===== src/rtl/sgdma_csr_pkg.sv =====
`timescale 1ns/1ps
package sgdma_csr_pkg;

    localparam int NCH       = 2;
    localparam int CH_W      = 1;
    localparam int DW        = 32;
    localparam int WIN_BYTES = 48;
    localparam int WIN_WORDS = WIN_BYTES / 4;
    localparam int WORD_W    = $clog2(WIN_WORDS);
    localparam int STORE_N   = 1 << WORD_W;

    // word offsets that carry behaviour
    localparam int W_CTRL = 0;
    localparam int W_STAT = 1;
    localparam int W_CUR  = 2;
    localparam int W_TAIL = 4;

    // control / status bit positions
    localparam int CB_RUN  = 0;
    localparam int CB_TMOD = 1;
    localparam int CB_SRST = 2;
    localparam int SB_HALT = 0;
    localparam int SB_IDLE = 1;
    localparam int PEND_LO = 12;
    localparam int PEND_W  = 3;

    localparam logic [DW-1:0] CTRL_POR  = 32'h0001_0000;
    localparam logic [15:0]   STAT_POR  = 16'h0001;
    localparam logic [15:0]   PEND_MSK  = 16'h7000;
    localparam logic [NCH-1:0] KICK_MSK = NCH'(1);

    typedef enum logic [1:0] {
        K_CTRL,
        K_STAT,
        K_TAIL,
        K_PLAIN
    } reg_kind_e;

    typedef struct packed {
        logic [CH_W-1:0]   ch;
        logic [WORD_W-1:0] word;
        reg_kind_e         kind;
    } acc_t;

    // control write value: mode bit forced, pending reset carried over
    function automatic logic [DW-1:0] ctrl_merge(input logic [DW-1:0] old_v,
                                                 input logic [DW-1:0] wr_v);
        logic [DW-1:0] v;
        v = wr_v;
        v[CB_TMOD] = 1'b1;
        v[CB_SRST] = wr_v[CB_SRST] | old_v[CB_SRST];
        return v;
    endfunction

    function automatic logic [DW-1:0] stat_view(input logic [15:0] st,
                                                input logic [7:0]  cmpl,
                                                input logic [7:0]  dly);
        return {dly, cmpl, st};
    endfunction

endpackage


===== src/rtl/sgdma_csr_decode.sv =====
`timescale 1ns/1ps
module sgdma_csr_decode
    import sgdma_csr_pkg::*;
#(
    parameter int AW = 8
) (
    input  logic [AW-1:0] addr,
    output acc_t          acc
);
    localparam logic [AW-1:0] WIN_B = AW'(WIN_BYTES);
    localparam logic [AW-1:0] NCH_A = AW'(NCH);

    always_comb begin
        acc.ch   = CH_W'((addr / WIN_B) % NCH_A);
        acc.word = WORD_W'((addr % WIN_B) >> 2);
        case (int'(acc.word))
            W_CTRL:  acc.kind = K_CTRL;
            W_STAT:  acc.kind = K_STAT;
            W_TAIL:  acc.kind = K_TAIL;
            default: acc.kind = K_PLAIN;
        endcase
    end
endmodule


===== src/rtl/sgdma_csr_chan.sv =====
`timescale 1ns/1ps
module sgdma_csr_chan
    import sgdma_csr_pkg::*;
(
    input  logic              clk,
    input  logic              rst,
    input  logic              wr,
    input  logic              rd,
    input  acc_t              acc,
    input  logic [DW-1:0]     wdata,
    input  logic              halt_set,
    input  logic              idle_set,
    input  logic [PEND_W-1:0] pend_set,
    input  logic [7:0]        cmpl_cnt,
    input  logic [7:0]        dly_cnt,
    output logic [DW-1:0]     rdata,
    output logic              irq,
    output logic              tail_wr,
    output logic              halted,
    output logic [DW-1:0]     ctrl_o,
    output logic [DW-1:0]     cur_o,
    output logic [DW-1:0]     tail_o
);
    logic [DW-1:0] ctrl_q, ctrl_n;
    logic [15:0]   stat_q, stat_n;
    logic [DW-1:0] store_q [STORE_N];
    logic [DW-1:0] merged;

    always_comb begin
        ctrl_n = ctrl_q;
        stat_n = stat_q;
        merged = ctrl_merge(ctrl_q, wdata);
        if (wr) begin
            case (acc.kind)
                K_CTRL: begin
                    if (merged[CB_SRST]) begin
                        ctrl_n = CTRL_POR;
                        ctrl_n[CB_TMOD] = 1'b1;
                        ctrl_n[CB_SRST] = 1'b1;
                        stat_n = STAT_POR;
                    end else begin
                        ctrl_n = merged;
                        if (merged[CB_RUN]) begin
                            stat_n[SB_HALT] = 1'b0;
                            stat_n[SB_IDLE] = 1'b0;
                        end
                    end
                end
                K_STAT:  stat_n = wdata[15:0] & ~PEND_MSK;
                K_TAIL:  stat_n[SB_IDLE] = 1'b0;
                default: ;
            endcase
        end
        if (rd && acc.kind == K_CTRL) begin
            ctrl_n[CB_SRST] = 1'b0;
        end
        // engine reports win over a same-cycle bus write
        stat_n[SB_HALT] = stat_n[SB_HALT] | halt_set;
        stat_n[SB_IDLE] = stat_n[SB_IDLE] | idle_set;
        stat_n[PEND_LO +: PEND_W] = stat_n[PEND_LO +: PEND_W] | pend_set;
    end

    always_ff @(posedge clk) begin
        if (rst) begin
            ctrl_q <= CTRL_POR;
            stat_q <= STAT_POR;
        end else begin
            ctrl_q <= ctrl_n;
            stat_q <= stat_n;
        end
    end

    always_ff @(posedge clk) begin
        if (rst) begin
            for (int i = 0; i < STORE_N; i++) begin
                store_q[i] <= '0;
            end
        end else if (wr && (acc.kind == K_PLAIN || acc.kind == K_TAIL)) begin
            store_q[acc.word] <= wdata;
        end
    end

    always_comb begin
        case (acc.kind)
            K_CTRL: begin
                rdata = ctrl_q;
                rdata[CB_SRST] = 1'b0;
            end
            K_STAT:  rdata = stat_view(stat_q, cmpl_cnt, dly_cnt);
            default: rdata = store_q[acc.word];
        endcase
    end

    assign tail_wr = wr && (acc.kind == K_TAIL);
    assign irq     = |(stat_q[PEND_LO +: PEND_W] & ctrl_q[PEND_LO +: PEND_W]);
    assign halted  = stat_q[SB_HALT];
    assign ctrl_o  = ctrl_q;
    assign cur_o   = store_q[W_CUR];
    assign tail_o  = store_q[W_TAIL];
endmodule


===== src/rtl/sgdma_csr.sv =====
`timescale 1ns/1ps
module sgdma_csr
    import sgdma_csr_pkg::*;
#(
    parameter int AW = 8
) (
    input  logic                          clk,
    input  logic                          rst,
    input  logic                          bus_wr,
    input  logic                          bus_rd,
    input  logic [AW-1:0]                 bus_addr,
    input  logic [31:0]                   bus_wdata,
    output logic [31:0]                   bus_rdata,
    input  logic [NCH-1:0]                halt_set,
    input  logic [NCH-1:0]                idle_set,
    input  logic [NCH-1:0][PEND_W-1:0]    pend_set,
    input  logic [NCH-1:0][7:0]           cmpl_cnt,
    input  logic [NCH-1:0][7:0]           dly_cnt,
    output logic [NCH-1:0]                irq,
    output logic                          kick,
    output logic [NCH-1:0][31:0]          cur_desc,
    output logic [NCH-1:0][31:0]          tail_desc
);
    acc_t                   acc;
    logic [NCH-1:0][DW-1:0] rd_vec;
    logic [NCH-1:0][DW-1:0] ch_ctrl;
    logic [NCH-1:0]         ch_halt;
    logic [NCH-1:0]         tail_wr;

    sgdma_csr_decode #(.AW(AW)) u_dec (
        .addr (bus_addr),
        .acc  (acc)
    );

    for (genvar c = 0; c < NCH; c++) begin : g_ch
        sgdma_csr_chan u_chan (
            .clk      (clk),
            .rst      (rst),
            .wr       (bus_wr && (int'(acc.ch) == c)),
            .rd       (bus_rd && (int'(acc.ch) == c)),
            .acc      (acc),
            .wdata    (bus_wdata),
            .halt_set (halt_set[c]),
            .idle_set (idle_set[c]),
            .pend_set (pend_set[c]),
            .cmpl_cnt (cmpl_cnt[c]),
            .dly_cnt  (dly_cnt[c]),
            .rdata    (rd_vec[c]),
            .irq      (irq[c]),
            .tail_wr  (tail_wr[c]),
            .halted   (ch_halt[c]),
            .ctrl_o   (ch_ctrl[c]),
            .cur_o    (cur_desc[c]),
            .tail_o   (tail_desc[c])
        );
    end

    always_ff @(posedge clk) begin
        if (rst) begin
            bus_rdata <= '0;
            kick      <= 1'b0;
        end else begin
            kick <= |(tail_wr & KICK_MSK);
            if (bus_rd) begin
                bus_rdata <= rd_vec[acc.ch];
            end
        end
    end
endmodule


===== config.mk =====
export PLATFORM = sky130hd
export DESIGN_NAME = sgdma_csr
export DESIGN_NICKNAME = d
export VERILOG_FILES = /design/src/rtl/sgdma_csr_pkg.sv /design/src/rtl/sgdma_csr_decode.sv /design/src/rtl/sgdma_csr_chan.sv /design/src/rtl/sgdma_csr.sv
export SDC_FILE = /design/constraint.sdc
export NUM_CORES = 1
export LEC_CHECK = 0
export BUFFER_PORTS_ARGS = -buffer_cell sky130_fd_sc_hd__buf_2
export CORE_ASPECT_RATIO = 0.8
export CORE_MARGIN = 8
export CORE_UTILIZATION = 59
export DETAILED_ROUTE_END_ITERATION = 8
export HOLD_SLACK_MARGIN = 0.02
export MAX_ROUTING_LAYER = met4
export PLACE_DENSITY = 0.76
export SETUP_SLACK_MARGIN = 0.2
export SYNTH_ARGS = -nofsm -noshare
export SYNTH_HDL_FRONTEND = slang
export SYNTH_SLANG_ARGS = --single-unit
export TNS_END_PERCENT = 100

===== constraint.sdc =====
create_clock -name clk -period 3.02 [get_ports clk]
set_clock_uncertainty 0.15 [all_clocks]
set_input_delay 0.302 -clock clk [delete_from_list [all_inputs] [get_ports clk]]
set_output_delay 0.302 -clock clk [all_outputs]
set_load 0.05 [all_outputs]

==> results.toml <==
[logic_synthesis]
synth_flop_cell = "edfxtp_1"
synthArstFlopShare_pct = 0
syn-mean-instance-area_um2 = 13.41
seq_area_frac_synth_pct = 61.99
synth_warnings = 0
synth.distinct_cells = 65
syn-instance-count = 2651
synth_edf_count = 648
syn-cell-area_mm2 = 0.03556
ys_ff_latch = 777

[worst_setup_path]
worstSetupEndpointType = "flop"
critical_path_arrival_ns = 3.07
slowest_delay_ns = 0.55
crit_path_cell_trace = "buf_2, and2b_1, a221oi_4, buf_12, or2_1, buf_12, nand4_1, a32o_1, dlygate4sd3_1"
start_kind = "input pin"
required_ns = 3.38
criticalPathCategory = "in -> reg"
worst-path-buf-inv = 4
path_delay_family = "buffers and inverters"
cp_max_fo = 33
reg2regPathDepth = 6
crit_cells = 9
cpMaxStageDelayCell = "dlygate4sd3_1"
crit_top_cell = "buf_12"

[floorplanning]
die_y_um = 235.6
die_w_um = 290.5
die_area_mm2 = 0.06842
coreArea_mm2 = 0.05966
start_util_pct = 59.60
rows = 80
ios = 249

[timing]
drv_slew = 0
rsz0062_at_grt = "false"
clock.fmax_ghz = 0.3697
finalSetupViolations = 0
min_period_ns = 2.705
finalHoldViolations = 0
fin_setup_tns_ns = 0
period_share_pct = 89.58
worstMarginPinSlew_ns = 0.9834
fin_ws_ns = 0.3148
slew_headroom_pct = 34.44

[clocking]
path_clk_slew_ns = 0.06
cts_inserted_buffers = 76
cts_root_buf = "clkbuf_16"
cts_buffer_depth = 3
h-tree-depth = 3
tritoncts = "done"
insertion_delay_ns = 0.63
cts_setup_buffers = 0
cts_sinks = 777

[place]
io_buffer_count = 246
place_ws_ns = 0.07970
hpwl_um = 64340
globalplace.congestion = 0.9465

[pwr]
comb_power_share_pct = 11.8
power_uw = 24760
power_switching_uw = 6230
p_sw_share_pct = 25.16
intPower_uw = 18530
power.density_mw_per_mm2 = 603.7
clockPowerShare_pct = 38.1
total_leakage_power_uw = 0.01523
max-vdd-ir-drop_v = 0.0005101
p_seq_share_pct = 50.1

[drt]
drt_iter0_markers = 2731
wire_per_inst_um = 26.76
vias = 23526
post-route-drc-count = 0
routed_via_density = 6.334
wirelength_um = 99390
antenna_left = 0
first_pass_iters = 8

[grt]
overflow = 0
track_usage_pct = 29.34
grt_max_degree = 74
grt_pass1_wl_um = 148900
grt_antenna_before_repair = 7
grt_pass1_vias = 23415

[run_status]
outcome = "complete, no violations"

[run]
max_cap_violations = 0

[cells_and_area]
layout-drive-gt1-share_pct = 23.09
nFillCells = 4094
nNetsFinal = 2952
syn_to_final_growth_pct = 15.35

[worst_hold_path]
min_path_type = "in -> reg"
whs_path_depth = 3
==> routing by layer <==
layer,vias up,global-route usage (%),wire (µm)
li1,10147,-,-
met1,11760,38.86,38560
met2,1394,45.77,47140
met3,225,5.814,10380
met4,0,9.710,3315
met5,-,-,0
==> cell usage in the layout (no fill, tap or decap), types with 47 or more instances in the layout <==
master	synthesis	layout
nand3_1	86	86
dfxtp_1	129	129
clkbuf_16	0	80
buf_2	40	243
nand2_1	130	130
a21oi_1	135	134
a211oi_1	47	47
and2_1	641	641
edfxtp_1	648	648
mux4_2	132	132
mux2i_1	124	124
buf_4	11	71
==> flip-flops by register name, indices dropped and copies added (netlist names) <==
name                 cells
g_ch.u_chan.store_q    648
bus_rdata               32
g_ch.u_chan.stat_q      32
kick                     1
g_ch.u_chan.ctrl_o      64
==> synthesized netlist by cell type, drive strengths merged, types with 3 or more instances <==
cell / instances / area [µm²]
nor2b: 4 / 25.02
dfxtp: 129 / 2582
a311oi: 7 / 61.31
edfxtp: 648 / 19460
a221o: 3 / 30.03
nor4: 3 / 31.28
a211o: 27 / 236.5
nand3: 86 / 430.4
and2: 641 / 4010
or3: 4 / 25.02
a22oi: 3 / 22.52
a31oi: 10 / 62.56
a221oi: 24 / 216.5
buf: 61 / 320.3
clkbuf: 206 / 773.2
nor3: 20 / 130.1
or2: 27 / 168.9
o22ai: 33 / 206.5
nand2b: 8 / 50.05
a211oi: 48 / 372.9
nor2: 42 / 162.6
mux2: 28 / 315.3
a21oi: 136 / 684.4
nor3b: 3 / 27.52
mux2i: 124 / 1241
mux4: 132 / 2973
inv: 17 / 63.81
o21ai: 5 / 28.78
o211ai: 5 / 37.54
xnor2: 3 / 33.79
a21o: 4 / 30.03
nand2: 130 / 488.0
==> power by group through the flow <==
stage / logic, µW / clock network (µW) / registers, µW
after floorplan: 1320 / 0 / 13100
after global placement: 2830 / 0 / 12600
after detailed placement: 2860 / 0 / 12600
after CTS: 2920 / 9530 / 12400
after global routing: 3060 / 9900 / 12500
final: 2930 / 9420 / 12400
==> what timing repair did <==
item,4_1_cts,5_1_grt
endpoints found under the setup margin,0,1
endpoints found under the hold margin,77,0
hold buffers,40,0
resized for setup,0,1
==> layout make-up <==
| type | count | area, µm² | share of cell area (%) |
|---|---|---|---|
| inverter | 17 | 63.81 | 0.1556 |
| multi-input combinational | 1597 | 12460 | 30.37 |
| tap | 779 | 974.7 | 2.377 |
| timing repair buffer | 397 | 2999 | 7.313 |
| sequential | 777 | 22040 | 53.74 |
| antenna | 7 | 17.52 | 0.04271 |
| clock inverter | 31 | 280.3 | 0.6834 |
| clock buffer | 109 | 2181 | 5.317 |
==> stage by stage <==
stage / instances / area, µm² / utilization (%) / hold WS [ns]
2_1_floorplan: 2658 / 35580 / - / 0.2694
6_report: 3714 / 41010 / 68.75 / 0.03963
4_1_cts: 3707 / 40990 / 68.71 / 0.02051
3_5_place_dp: 3527 / 38130 / 63.92 / 0.2942
5_1_grt: 3712 / 41010 / 68.74 / 0.04148
3_3_place_gp: 3527 / 38130 / 63.92 / 0.2848
==> path summary, 6_finish.rpt <==
check                                      start                   endpoint  slack, ns
setup reg to reg  g_ch[1].u_chan.store_q[11][26]              bus_rdata[26]       0.54
hold / removal                     bus_wdata[15]  g_ch[0].u_chan.stat_q[15]       0.04
setup / recovery                     bus_addr[6]              bus_rdata[27]       0.31
hold reg to reg         g_ch[1].u_chan.ctrl_o[3]   g_ch[1].u_chan.ctrl_o[3]       0.30
==> worst register-to-register path, cell delays in order (launching register included) <==
cell           delay (ns)
edfxtp_1             0.36
mux4_2               0.51
o21ai_0              0.26
a2111oi_0            0.15
a31oi_1              0.27
o211ai_1             0.12
dlygate4sd3_1        0.55
==> kinds of logic (layout without fill, tap and decap cells) <==
| group | after synthesis | in the layout | share of synthesized area [%] |
|---|---|---|---|
| mux | 284 | 284 | 12.74 |
| simple gates | 977 | 977 | 15.80 |
| xor+xnor | 3 | 3 | 0.09503 |
| buf+inv | 284 | 554 | 3.255 |
| other cells | 1 | 15 | 0.01055 |
| compound gates | 325 | 325 | 6.109 |
| flops | 777 | 777 | 61.99 |
Note: power is estimated with default switching activity, not from simulation.
